[src/rtl/sar_cal_pkg.sv]
package sar_cal_pkg;
  typedef enum logic [1:0] {
    SEQ_IDLE = 2'd0,
    SEQ_CAL  = 2'd1,
    SEQ_CONV = 2'd2
  } seq_state_e;
endpackage

[src/rtl/sar_search_eng.sv]
module sar_search_eng #(
  parameter int unsigned W        = 10,
  parameter bit          KEEP_LVL = 1'b1
) (
  input  logic         clk_i,
  input  logic         rst_ni,
  input  logic         start_i,
  input  logic         cmp_i,
  output logic [W-1:0] code_o,
  output logic         done_o
);
  localparam logic [W-1:0] TOP = {1'b1, {(W-1){1'b0}}};
  localparam int unsigned SW = $clog2(W + 1);

  logic [W-1:0] code_q, mask_q, resolved;
  logic         busy_q, done_q, keep;
  logic [SW-1:0] steps_q;

  always_comb begin
    keep     = (cmp_i == KEEP_LVL);
    resolved = keep ? code_q : (code_q & ~mask_q);
  end

  always_ff @(posedge clk_i or negedge rst_ni) begin
    if (!rst_ni) begin
      code_q <= '0;
      mask_q <= '0;
      busy_q <= 1'b0;
      done_q <= 1'b0;
    end else begin
      done_q <= 1'b0;
      if (start_i && !busy_q) begin
        code_q <= TOP;
        mask_q <= TOP;
        busy_q <= 1'b1;
      end else if (busy_q) begin
        if (mask_q[0]) begin
          code_q <= resolved;
          mask_q <= '0;
          busy_q <= 1'b0;
          done_q <= 1'b1;
        end else begin
          code_q <= resolved | (mask_q >> 1);
          mask_q <= mask_q >> 1;
        end
      end
    end
  end

  // step count kept only for the checks below
  always_ff @(posedge clk_i or negedge rst_ni) begin
    if (!rst_ni)                steps_q <= '0;
    else if (start_i && !busy_q) steps_q <= '0;
    else if (busy_q)            steps_q <= steps_q + 1'b1;
  end

  assign code_o = code_q;
  assign done_o = done_q;


  step_count_chk: assert property (@(posedge clk_i) disable iff (!rst_ni)
    done_q |-> (steps_q == SW'(W)));

  one_trial_bit_chk: assert property (@(posedge clk_i) disable iff (!rst_ni)
    $onehot0(mask_q));

  done_pulse_chk: assert property (@(posedge clk_i) disable iff (!rst_ni)
    done_q |=> !done_q);
endmodule

[src/rtl/sar_seq.sv]
module sar_seq
  import sar_cal_pkg::*;
(
  input  logic       clk_i,
  input  logic       rst_ni,
  input  logic       frame_start_i,
  input  logic       row_start_i,
  input  logic       lock_i,
  input  logic       cal_done_i,
  input  logic       conv_done_i,
  output logic       cal_start_o,
  output logic       conv_start_o,
  output seq_state_e state_o,
  output logic       odd_o
);
  seq_state_e state_q;
  logic       odd_q;

  always_comb begin
    cal_start_o  = (state_q == SEQ_IDLE) && frame_start_i && !lock_i;
    conv_start_o = ((state_q == SEQ_IDLE) && !cal_start_o && row_start_i) ||
                   ((state_q == SEQ_CONV) && conv_done_i && !odd_q);
  end

  always_ff @(posedge clk_i or negedge rst_ni) begin
    if (!rst_ni) begin
      state_q <= SEQ_IDLE;
      odd_q   <= 1'b0;
    end else begin
      unique case (state_q)
        SEQ_IDLE: begin
          if (cal_start_o) state_q <= SEQ_CAL;
          else if (row_start_i) begin
            state_q <= SEQ_CONV;
            odd_q   <= 1'b0;
          end
        end
        SEQ_CAL: if (cal_done_i) state_q <= SEQ_IDLE;
        SEQ_CONV: begin
          if (conv_done_i) begin
            if (!odd_q) odd_q <= 1'b1;
            else begin
              odd_q   <= 1'b0;
              state_q <= SEQ_IDLE;
            end
          end
        end
        default: state_q <= SEQ_IDLE;
      endcase
    end
  end

  assign state_o = state_q;
  assign odd_o   = odd_q;


  locked_no_cal_chk: assert property (@(posedge clk_i) disable iff (!rst_ni)
    (state_q == SEQ_IDLE && lock_i) |=> (state_q != SEQ_CAL));

  busy_ignore_chk: assert property (@(posedge clk_i) disable iff (!rst_ni)
    (state_q == SEQ_CONV && !conv_done_i) |=> (state_q == SEQ_CONV));
endmodule

[src/rtl/sar_trim_port.sv]
module sar_trim_port #(
  parameter int unsigned TRIM_W     = 6,
  parameter int unsigned ADDR_W     = 4,
  parameter int unsigned GROUP_ADDR = 0
) (
  input  logic              clk_i,
  input  logic              rst_ni,
  input  logic              cs_ni,
  input  logic              sck_i,
  input  logic              sdi_i,
  output logic              sdo_o,
  input  logic              cal_load_i,
  input  logic [TRIM_W-1:0] cal_val_i,
  output logic [TRIM_W-1:0] trim_o,
  output logic              lock_o
);
  localparam int unsigned FRAME = 2 + ADDR_W + TRIM_W;
  localparam int unsigned CW    = $clog2(FRAME + 1);
  localparam logic [ADDR_W-1:0] MY_ADDR = ADDR_W'(GROUP_ADDR);

  logic [1:0]        cs_sq, sck_sq, sdi_sq;
  logic              sck_d, rise, cs_act;
  logic [CW-1:0]     cnt_q;
  logic [FRAME-2:0]  in_sr;
  logic [FRAME-1:0]  word;
  logic [TRIM_W:0]   rd_sr;
  logic              rd_en;
  logic              hdr_hit, wr_hit;
  logic [TRIM_W-1:0] trim_q;
  logic              lock_q;

  always_ff @(posedge clk_i or negedge rst_ni) begin
    if (!rst_ni) begin
      cs_sq  <= 2'b11;
      sck_sq <= 2'b00;
      sdi_sq <= 2'b00;
      sck_d  <= 1'b0;
    end else begin
      cs_sq  <= {cs_sq[0], cs_ni};
      sck_sq <= {sck_sq[0], sck_i};
      sdi_sq <= {sdi_sq[0], sdi_i};
      sck_d  <= sck_sq[1];
    end
  end

  always_comb begin
    rise    = sck_sq[1] & ~sck_d;
    cs_act  = ~cs_sq[1];
    word    = {in_sr, sdi_sq[1]};
    hdr_hit = cs_act && rise && (cnt_q == CW'(ADDR_W)) && word[ADDR_W] &&
              (word[ADDR_W-1:0] == MY_ADDR);
    wr_hit  = cs_act && rise && (cnt_q == CW'(FRAME - 1)) && !word[FRAME-1] &&
              (word[FRAME-2 -: ADDR_W] == MY_ADDR);
  end

  always_ff @(posedge clk_i or negedge rst_ni) begin
    if (!rst_ni) begin
      cnt_q <= '0;
      in_sr <= '0;
      rd_sr <= '0;
      rd_en <= 1'b0;
    end else if (!cs_act) begin
      cnt_q <= '0;
      rd_en <= 1'b0;
    end else if (rise) begin
      if (cnt_q != CW'(FRAME)) cnt_q <= cnt_q + 1'b1;
      in_sr <= word[FRAME-2:0];
      if (hdr_hit) begin
        rd_en <= 1'b1;
        rd_sr <= {lock_q, trim_q};
      end else begin
        rd_sr <= {rd_sr[TRIM_W-1:0], 1'b0};
      end
    end
  end

  // host write has priority over the calibration result
  always_ff @(posedge clk_i or negedge rst_ni) begin
    if (!rst_ni) begin
      trim_q <= {1'b1, {(TRIM_W-1){1'b0}}};
      lock_q <= 1'b0;
    end else if (wr_hit) begin
      trim_q <= word[TRIM_W-1:0];
      lock_q <= word[TRIM_W];
    end else if (cal_load_i && !lock_q) begin
      trim_q <= cal_val_i;
    end
  end

  assign sdo_o  = rd_en & rd_sr[TRIM_W];
  assign trim_o = trim_q;
  assign lock_o = lock_q;


  locked_hold_chk: assert property (@(posedge clk_i) disable iff (!rst_ni)
    (lock_q && !wr_hit) |=> $stable(trim_q));

  sdo_idle_chk: assert property (@(posedge clk_i) disable iff (!rst_ni)
    (cs_sq[1] && $past(cs_sq[1])) |-> !sdo_o);
endmodule

[src/rtl/sar_cal_ctrl.sv]
module sar_cal_ctrl
  import sar_cal_pkg::*;
#(
  parameter int unsigned RES_W      = 10,
  parameter int unsigned TRIM_W     = 6,
  parameter int unsigned ADDR_W     = 4,
  parameter int unsigned GROUP_ADDR = 0
) (
  input  logic              clk_i,
  input  logic              rst_ni,
  input  logic              frame_start_i,
  input  logic              row_start_i,
  input  logic              cmp_i,
  output logic [RES_W-1:0]  dac_code_o,
  output logic [RES_W-1:0]  result_o,
  output logic              result_valid_o,
  output logic              conv_odd_o,
  output logic [TRIM_W-1:0] trim_o,
  output logic              cal_short_o,
  output logic              busy_o,
  input  logic              cs_ni,
  input  logic              sck_i,
  input  logic              sdi_i,
  output logic              sdo_o
);
  seq_state_e        state;
  logic              odd, lock;
  logic              cal_start, conv_start, cal_done, conv_done;
  logic [RES_W-1:0]  conv_code;
  logic [TRIM_W-1:0] cal_code, trim_reg;

  sar_seq u_seq (
    .clk_i        (clk_i),
    .rst_ni       (rst_ni),
    .frame_start_i(frame_start_i),
    .row_start_i  (row_start_i),
    .lock_i       (lock),
    .cal_done_i   (cal_done),
    .conv_done_i  (conv_done),
    .cal_start_o  (cal_start),
    .conv_start_o (conv_start),
    .state_o      (state),
    .odd_o        (odd)
  );

  sar_search_eng #(.W(RES_W), .KEEP_LVL(1'b1)) u_conv (
    .clk_i  (clk_i),
    .rst_ni (rst_ni),
    .start_i(conv_start),
    .cmp_i  (cmp_i),
    .code_o (conv_code),
    .done_o (conv_done)
  );

  sar_search_eng #(.W(TRIM_W), .KEEP_LVL(1'b0)) u_cal (
    .clk_i  (clk_i),
    .rst_ni (rst_ni),
    .start_i(cal_start),
    .cmp_i  (cmp_i),
    .code_o (cal_code),
    .done_o (cal_done)
  );

  sar_trim_port #(.TRIM_W(TRIM_W), .ADDR_W(ADDR_W), .GROUP_ADDR(GROUP_ADDR)) u_port (
    .clk_i     (clk_i),
    .rst_ni    (rst_ni),
    .cs_ni     (cs_ni),
    .sck_i     (sck_i),
    .sdi_i     (sdi_i),
    .sdo_o     (sdo_o),
    .cal_load_i(cal_done),
    .cal_val_i (cal_code),
    .trim_o    (trim_reg),
    .lock_o    (lock)
  );

  assign cal_short_o    = (state == SEQ_CAL);
  assign trim_o         = cal_short_o ? cal_code : trim_reg;
  assign busy_o         = (state != SEQ_IDLE);
  assign dac_code_o     = conv_code;
  assign result_o       = conv_code;
  assign result_valid_o = conv_done;
  assign conv_odd_o     = odd;


  valid_pulse_chk: assert property (@(posedge clk_i) disable iff (!rst_ni)
    result_valid_o |=> !result_valid_o);

  short_excl_chk: assert property (@(posedge clk_i) disable iff (!rst_ni)
    !(cal_short_o && result_valid_o));

  valid_busy_chk: assert property (@(posedge clk_i) disable iff (!rst_ni)
    result_valid_o |-> busy_o);
endmodule

[config.mk]
export PLATFORM = sky130hd
export DESIGN_NAME = sar_cal_ctrl
export DESIGN_NICKNAME = d
export VERILOG_FILES = /design/src/rtl/sar_cal_pkg.sv /design/src/rtl/sar_search_eng.sv /design/src/rtl/sar_seq.sv /design/src/rtl/sar_trim_port.sv /design/src/rtl/sar_cal_ctrl.sv
export SDC_FILE = /design/constraint.sdc
export NUM_CORES = 1
export LEC_CHECK = 0
export ABC_CLOCK_PERIOD_IN_PS = 3300
export BUFFER_PORTS_ARGS = -buffer_cell sky130_fd_sc_hd__buf_2
export CAP_MARGIN = 20
export CORE_UTILIZATION = 40
export DETAILED_ROUTE_END_ITERATION = 8
export PLACE_DENSITY = 0.55
export SLEW_MARGIN = 20
export SYNTH_ARGS = -nofsm -noshare
export SYNTH_HDL_FRONTEND = slang
export SYNTH_HIERARCHICAL = 1
export SYNTH_SLANG_ARGS = --single-unit
[constraint.sdc]
create_clock -name clk_i -period 3.3 [get_ports clk_i]
set_input_delay 0.495 -clock clk_i [delete_from_list [all_inputs] [get_ports clk_i]]
set_output_delay 0.495 -clock clk_i [all_outputs]
set_load 0.02 [all_outputs]
==> results.txt, run 1 <==
Initial DRC Count: 109
Final min period: 2.17 ns
status: complete, no violations
cell class contributing the biggest share of worst-path delay: flip-flops
RSZ-0062 raised after global routing: no
GRT Resource Usage Total: 16.0%
chip width: 95.0 um
Critical Path RT: 2.80 ns
DRT Wirelength: 6590 um
Detail Route Antenna Nets: 0
synth-to-layout area growth: 11.2%
post-synthesis register bit count: 76
most area-consuming cells after synthesis: dfrtp_1 53%, a32o_1 4.6%, nand2_1 4.3%, mux2_2 2.6%, mux2_4 2.6%
Max Clk Rate: 461 MHz
crit-path max cell delay: 0.47 ns
vias in the first global route: 2181
Post-Syn Area: 3460 um2
met2 Resource Use GR: 22.8%
setup violators final: 0
VDD IR max: 0.000407 V
routability congestion estimate: 0.753
Critical Path Source Type: register
layout cell share with drive strength beyond 1: 24.8%
most used flip-flop cell after synthesis: dfrtp_1
Final nets: 335
r2r worst-path depth: 4
Avg WL per Cell: 15.1 um
area of the core: 8300 um2
hold_ws: 0.251 ns
Vias: 2329
Row Count: 33
initial core utilization: 41.7%
critical path capture point: trim_o[5]
commonest cells in the netlist: 73 x dfrtp_1, 40 x nand2_1, 17 x nand3_1, 16 x a32o_1, 13 x nor2_1
sequential area share after synthesis: 55.1%
critical path type: register to output port
reg2reg start: u_port/lock_o$_DFFE_PN0P_
clock latency on the worst-skew pair: 0.34 ns
first-pass GRT wire length: 10900 um
Finished Cell Area: 3840 um2
P_leak: 1.76 nW
most frequent cell after synthesis: dfrtp_1
Crit path depth: 3
post-CTS resize count: 0
Post-synth ARST share: 100%
Residual DRC: 0
Detailed Routing Iterations Pass 1: 4
Slowest-stage cell, CP: dfrtp_1
clk root buf: clkbuf_8
dpl hpwl: 4230 um
Yosys top cell by area: dfrtp_1
Worst Skew: 0.00782 ns
CTS clk-pin slew, worst paths: 0.08 ns
die area: 9020 um2
Post-CTS Hold Fix Bufs: 0
Setup crit end kind: output port
max-slew violation count: 0
Die Y: 95.0 um
PD cells: 877 nW/um2
vias per inst: 5.35
RR Endpoint: u_cal/code_o[1]$_DFFE_PN0P_
Setup TNS: 0 ns
H-tree depth: 3
R2R Setup Slk: 1.50 ns
Min-Delay Path Class: input port to register
Worst-Margin Slew: 0.965 ns
EDFF count, synth: 0
post-synth top area share: 52.8%
grt total ovfl: 0
worst path cell trace: nor2b_4, mux2_4, buf_2
Worst Path Arrival: 1.67 ns
synth warn: 6
average cell area after synthesis: 11.6 um2
Worst Path Max Fanout: 8
CTS max path bufs: 2
clock sink count: 76
syn_nets: 308
gr busiest metal: met1
postcts setup bufs: 0
crit share post-route: 65.7%
Post-DP Area: 3630 um2
CP bufs+invs: 1
slew margin rel.: 35.7%
start point of the critical path: u_seq/state_o[0]$_DFFE_PN0P_
max cap viols: 0
Top-Level Pins: 39
Post-Synthesis Cells: 298
number of diodes: 0
synth unique cells: 49
final hold viol count: 0
GRT met3 Usage: 3.14%
CTS tree: yes
I/O Buffers: 38
met1 usage: 23.2%
antenna violations before repair: 0
CTS buffer count: 9
largest net degree at the start of global routing: 77
-- how the worst min path moves through the flow --
stage / startpoint / end / depth (start not counted)
floorplan: rst_ni / u_cal/busy_q$_DFF_PN0_ / 0
global placement: u_port/sck_sq[0]$_DFF_PN0_ / u_port/sck_sq[1]$_DFF_PN0_ / 0
detailed placement: u_port/sck_sq[0]$_DFF_PN0_ / u_port/sck_sq[1]$_DFF_PN0_ / 0
CTS: cs_ni / u_port/cs_sq[0]$_DFF_PN1_ / 1
global route: cs_ni / u_port/cs_sq[0]$_DFF_PN1_ / 1
finish: cs_ni / u_port/cs_sq[0]$_DFF_PN1_ / 1
-- state kept, by name (all words and copies together), names as in the netlist, 2 cells and up --
name,count
u_cal/code_o,6
u_cal/mask_q,6
u_conv/code_o,10
u_conv/mask_q,10
u_port/cnt_q,4
u_port/cs_sq,2
u_port/in_sr,11
u_port/rd_sr,7
u_port/sck_sq,2
u_port/sdi_sq,2
u_port/trim_o,6
u_seq/state_o,2
-- where the power goes --
part / leakage [nW] / switching, mW / internal (mW)
clock network: 0.107 / 0.331 / 0.446
logic: 0.688 / 0.612 / 0.506
registers: 0.963 / 0.286 / 1.19
total: 1.76 / 1.23 / 2.14
-- layout make-up --
class | instances | area (um2)
tap | 105 | 131
sequential | 76 | 1910
timing repair buffer | 39 | 200
clock inverter | 4 | 72.6
multi-input combinational | 190 | 1360
inverter | 9 | 33.8
fill | 788 | 4450
clock buffer | 12 | 145
-- routing by layer --
layer | part of all wire, % | up-vias
met5 | 0 | -
met4 | 1.5 | 0
met3 | 2.9 | 9
met2 | 44 | 44
met1 | 52 | 1157
li1 | - | 1119
-- worst reg2reg max path, cell delays in order, from the launching register on --
cell and delay [ns]:
dfrtp_1 0.44, nand2b_4 0.18, nor3_1 0.49, nand2b_1 0.27
a32o_1 0.31
-- through the flow --
step,worst slack (ns),utilization (%),cells,power (mW)
floorplan,1.72,-,298,2.41
global placement,1.49,43.7,419,2.61
detailed placement,1.48,43.7,419,2.62
CTS,1.11,46.3,435,3.41
global route,1.04,46.3,435,3.58
finish,1.13,46.3,435,3.37
-- cell usage in the layout (no fill, tap or decap), types with 3 or more instances in the layout --
cell type	netlist	final
nand2_1	40	40
nor2_1	13	13
a31oi_1	6	6
nor2b_1	4	4
nand2b_1	3	3
dfrtp_1	73	73
a21oi_1	4	4
and2_1	3	3
inv_1	8	8
mux2_4	6	6
o21ai_0	5	5
o21ai_1	7	7
nand3b_1	10	10
a32o_1	16	16
mux2_2	8	8
buf_2	4	37
dfstp_2	3	3
clkbuf_8	0	10
a22o_1	10	10
mux2_1	6	6
nand3_1	17	17
-- kinds of logic after synthesis --
kind of cell,share of synthesized area (%)
compound gates,13.4
buf+inv,5.68
simple gates,18.0
flops,55.1
mux,7.16
fa+ha+maj,0.723
No activity file was read; power rests on OpenSTA's default activity.
==> run 2, diff against run 1 <==
Settings changed: ABC_CLOCK_PERIOD_IN_PS 3300 to 1900, PLACE_DENSITY 0.55 to 0.57.
Clock period 3.3 ns to 1.9 ns, I/O delays scaled along.
==> run 2 against run 1 <==
  * Clock skew down 0.00095 ns
  * Clock power rose by 81%
  * Largest power group unchanged
  * Critical path type unchanged
  * Non-clock buffer count is 9 higher
  * Critical endpoint unchanged
==> results.txt, run 2 (synthesis results as in run 1) <==
R2R Setup Slk: 0.15 ns
clock sink count: 76
max reg flops: 11
vias per inst: 5.31
routability congestion estimate: 0.754
max cap viols: 0
Setup crit end kind: output port
VDD IR max: 0.000887 V
# placed instances: 425
Worst Path Arrival: 1.54 ns
clk root buf: clkbuf_8
FILL cells: 762
area of the core: 8300 um2
Finished Cell Area: 3970 um2
register with the most flip-flops: u_port/in_sr
largest net degree at the start of global routing: 47
Min-Delay Path Class: input port to register
die area: 9020 um2
Worst-Margin Slew: 0.745 ns
Residual DRC: 0
PD cells: 1510 nW/um2
Setup TNS: 0 ns
Top-Level Pins: 39
Max Used Layer: met4
Worst Path Max Fanout: 7
most frequent cells in the layout: 72 x dfrtp_1, 40 x nand2_1, 37 x buf_2, 17 x nand3_1, 16 x a32o_1
wire length on met3: 236 um
setup violators final: 0
slew margin rel.: 50.1%
cell class contributing the biggest share of worst-path delay: flip-flops
met1 WL: 3400 um
non-filler instance count after layout: 444
RSZ-0062 raised after global routing: no
Die Y: 95.0 um
CTS max path bufs: 2
CTS tree: yes
chip width: 95.0 um
most common cell after layout, fill and taps aside: dfrtp_1
H-tree depth: 3
final hold viol count: 0
layout cell share with drive strength beyond 1: 27.4%
max-slew violation count: 0
first-pass GRT wire length: 11600 um
clock latency on the worst-skew pair: 0.34 ns
GRT Resource Usage Total: 16.8%
antenna violations before repair: 0
CP bufs+invs: 2
I/O Buffers: 38
Max Clk Rate: 549 MHz
Util after Layout: 47.9%
number of diodes: 0
crit share post-route: 95.9%
CTS clk-pin slew, worst paths: 0.08 ns
vias in the first global route: 2373
P_leak: 1.82 nW
Critical Path RT: 1.62 ns
Vias: 2359
Avg WL per Cell: 15.0 um
routed wl met2: 2960 um
status: complete, no violations
Final min period: 1.82 ns
Initial DRC Count: 126
Detail Route Antenna Nets: 0
Row Count: 33
Slowest-stage cell, CP: dfrtp_2
Worst Skew: 0.00687 ns
DRT Wirelength: 6670 um
critical path type: register to output port
initial core utilization: 41.7%
Detailed Routing Iterations Pass 1: 4
Post-DP Area: 3680 um2
CTS buffer count: 9
crit-path max cell delay: 0.46 ns
Final nets: 344
grt total ovfl: 0
worst path cell trace: nor2b_4, buf_12, mux2_4, buf_2
Critical Path Source Type: register
dpl hpwl: 4470 um
synth-to-layout area growth: 14.8%
==> run 2: cell count changes in the layout (fill, tap and decap cells not counted), sizes merged <==
cell         delta
clkbuf          -1
buf             +8
clkinvlp        +1
dlygate4sd3     +1
==> run 2: layout make-up <==
type	instances	area, um2	share of cell area (%)
Clock buffer	11	151	3.81
Clock inverter	5	83.8	2.11
Inverter	9	33.8	0.851
Multi-Input combinational cell	190	1360	34.2
Sequential cell	76	1910	48.0
Tap cell	105	131	3.31
Timing Repair Buffer	48	308	7.75
==> run 2: worst paths after layout <==
path                                              start                           end  depth (start not counted)
max                        u_seq/state_o[1]$_DFFE_PN0P_                     trim_o[5]                          4
min                                               cs_ni     u_port/cs_sq[0]$_DFF_PN1_                          1
max reg2reg                u_seq/state_o[1]$_DFFE_PN0P_  u_conv/code_o[0]$_DFFE_PN0P_                          5
min reg2reg                  u_port/sck_sq[0]$_DFF_PN0_    u_port/sck_sq[1]$_DFF_PN0_                          0
max in group asynchronous                        rst_ni     u_port/cs_sq[1]$_DFF_PN1_                          3
min in group asynchronous                        rst_ni   u_cal/mask_q[2]$_DFFE_PN0P_                          2
==> run 2: metrics by stage <==
step / worst slack, ns / power, mW / hold slack (ns)
2_1_floorplan: 0.434 / 4.19 / -0.0106
3_3_place_gp: 0.234 / 4.56 / 0.141
3_5_place_dp: 0.189 / 4.58 / 0.143
4_1_cts: 0.0146 / 6.07 / 0.0152
5_1_grt: 0.0179 / 6.39 / 0.0147
6_report: 0.0774 / 6.01 / 0.0353
==> run 2: worst reg2reg max path, cell delays in order, from the launching register on <==
cell      delay [ns]
dfrtp_2         0.46
buf_12          0.14
nand3b_1        0.16
a21oi_1         0.25
nor2_1          0.23
a221o_1         0.41
==> run 2: per-layer routing <==
metal  track usage [%]  vias up
li1                  -     1140
met1              23.1     1164
met2              25.8       47
met3              4.19        8
met4              5.68        0
met5                 0        -
==> run 2: repair_timing <==
item	CTS	global route
gates cloned	0	0
hold buffers	1	0
buffers inserted	1	1
hold endpoints to repair	9	0
setup endpoints to repair	6	6
gates resized for setup	0	1
pin swaps	0	0
==> run 2: power breakdown <==
group	internal (mW)	switching (mW)
Combinational	0.965	1.09
Sequential	2.07	0.474
Clock	0.813	0.597
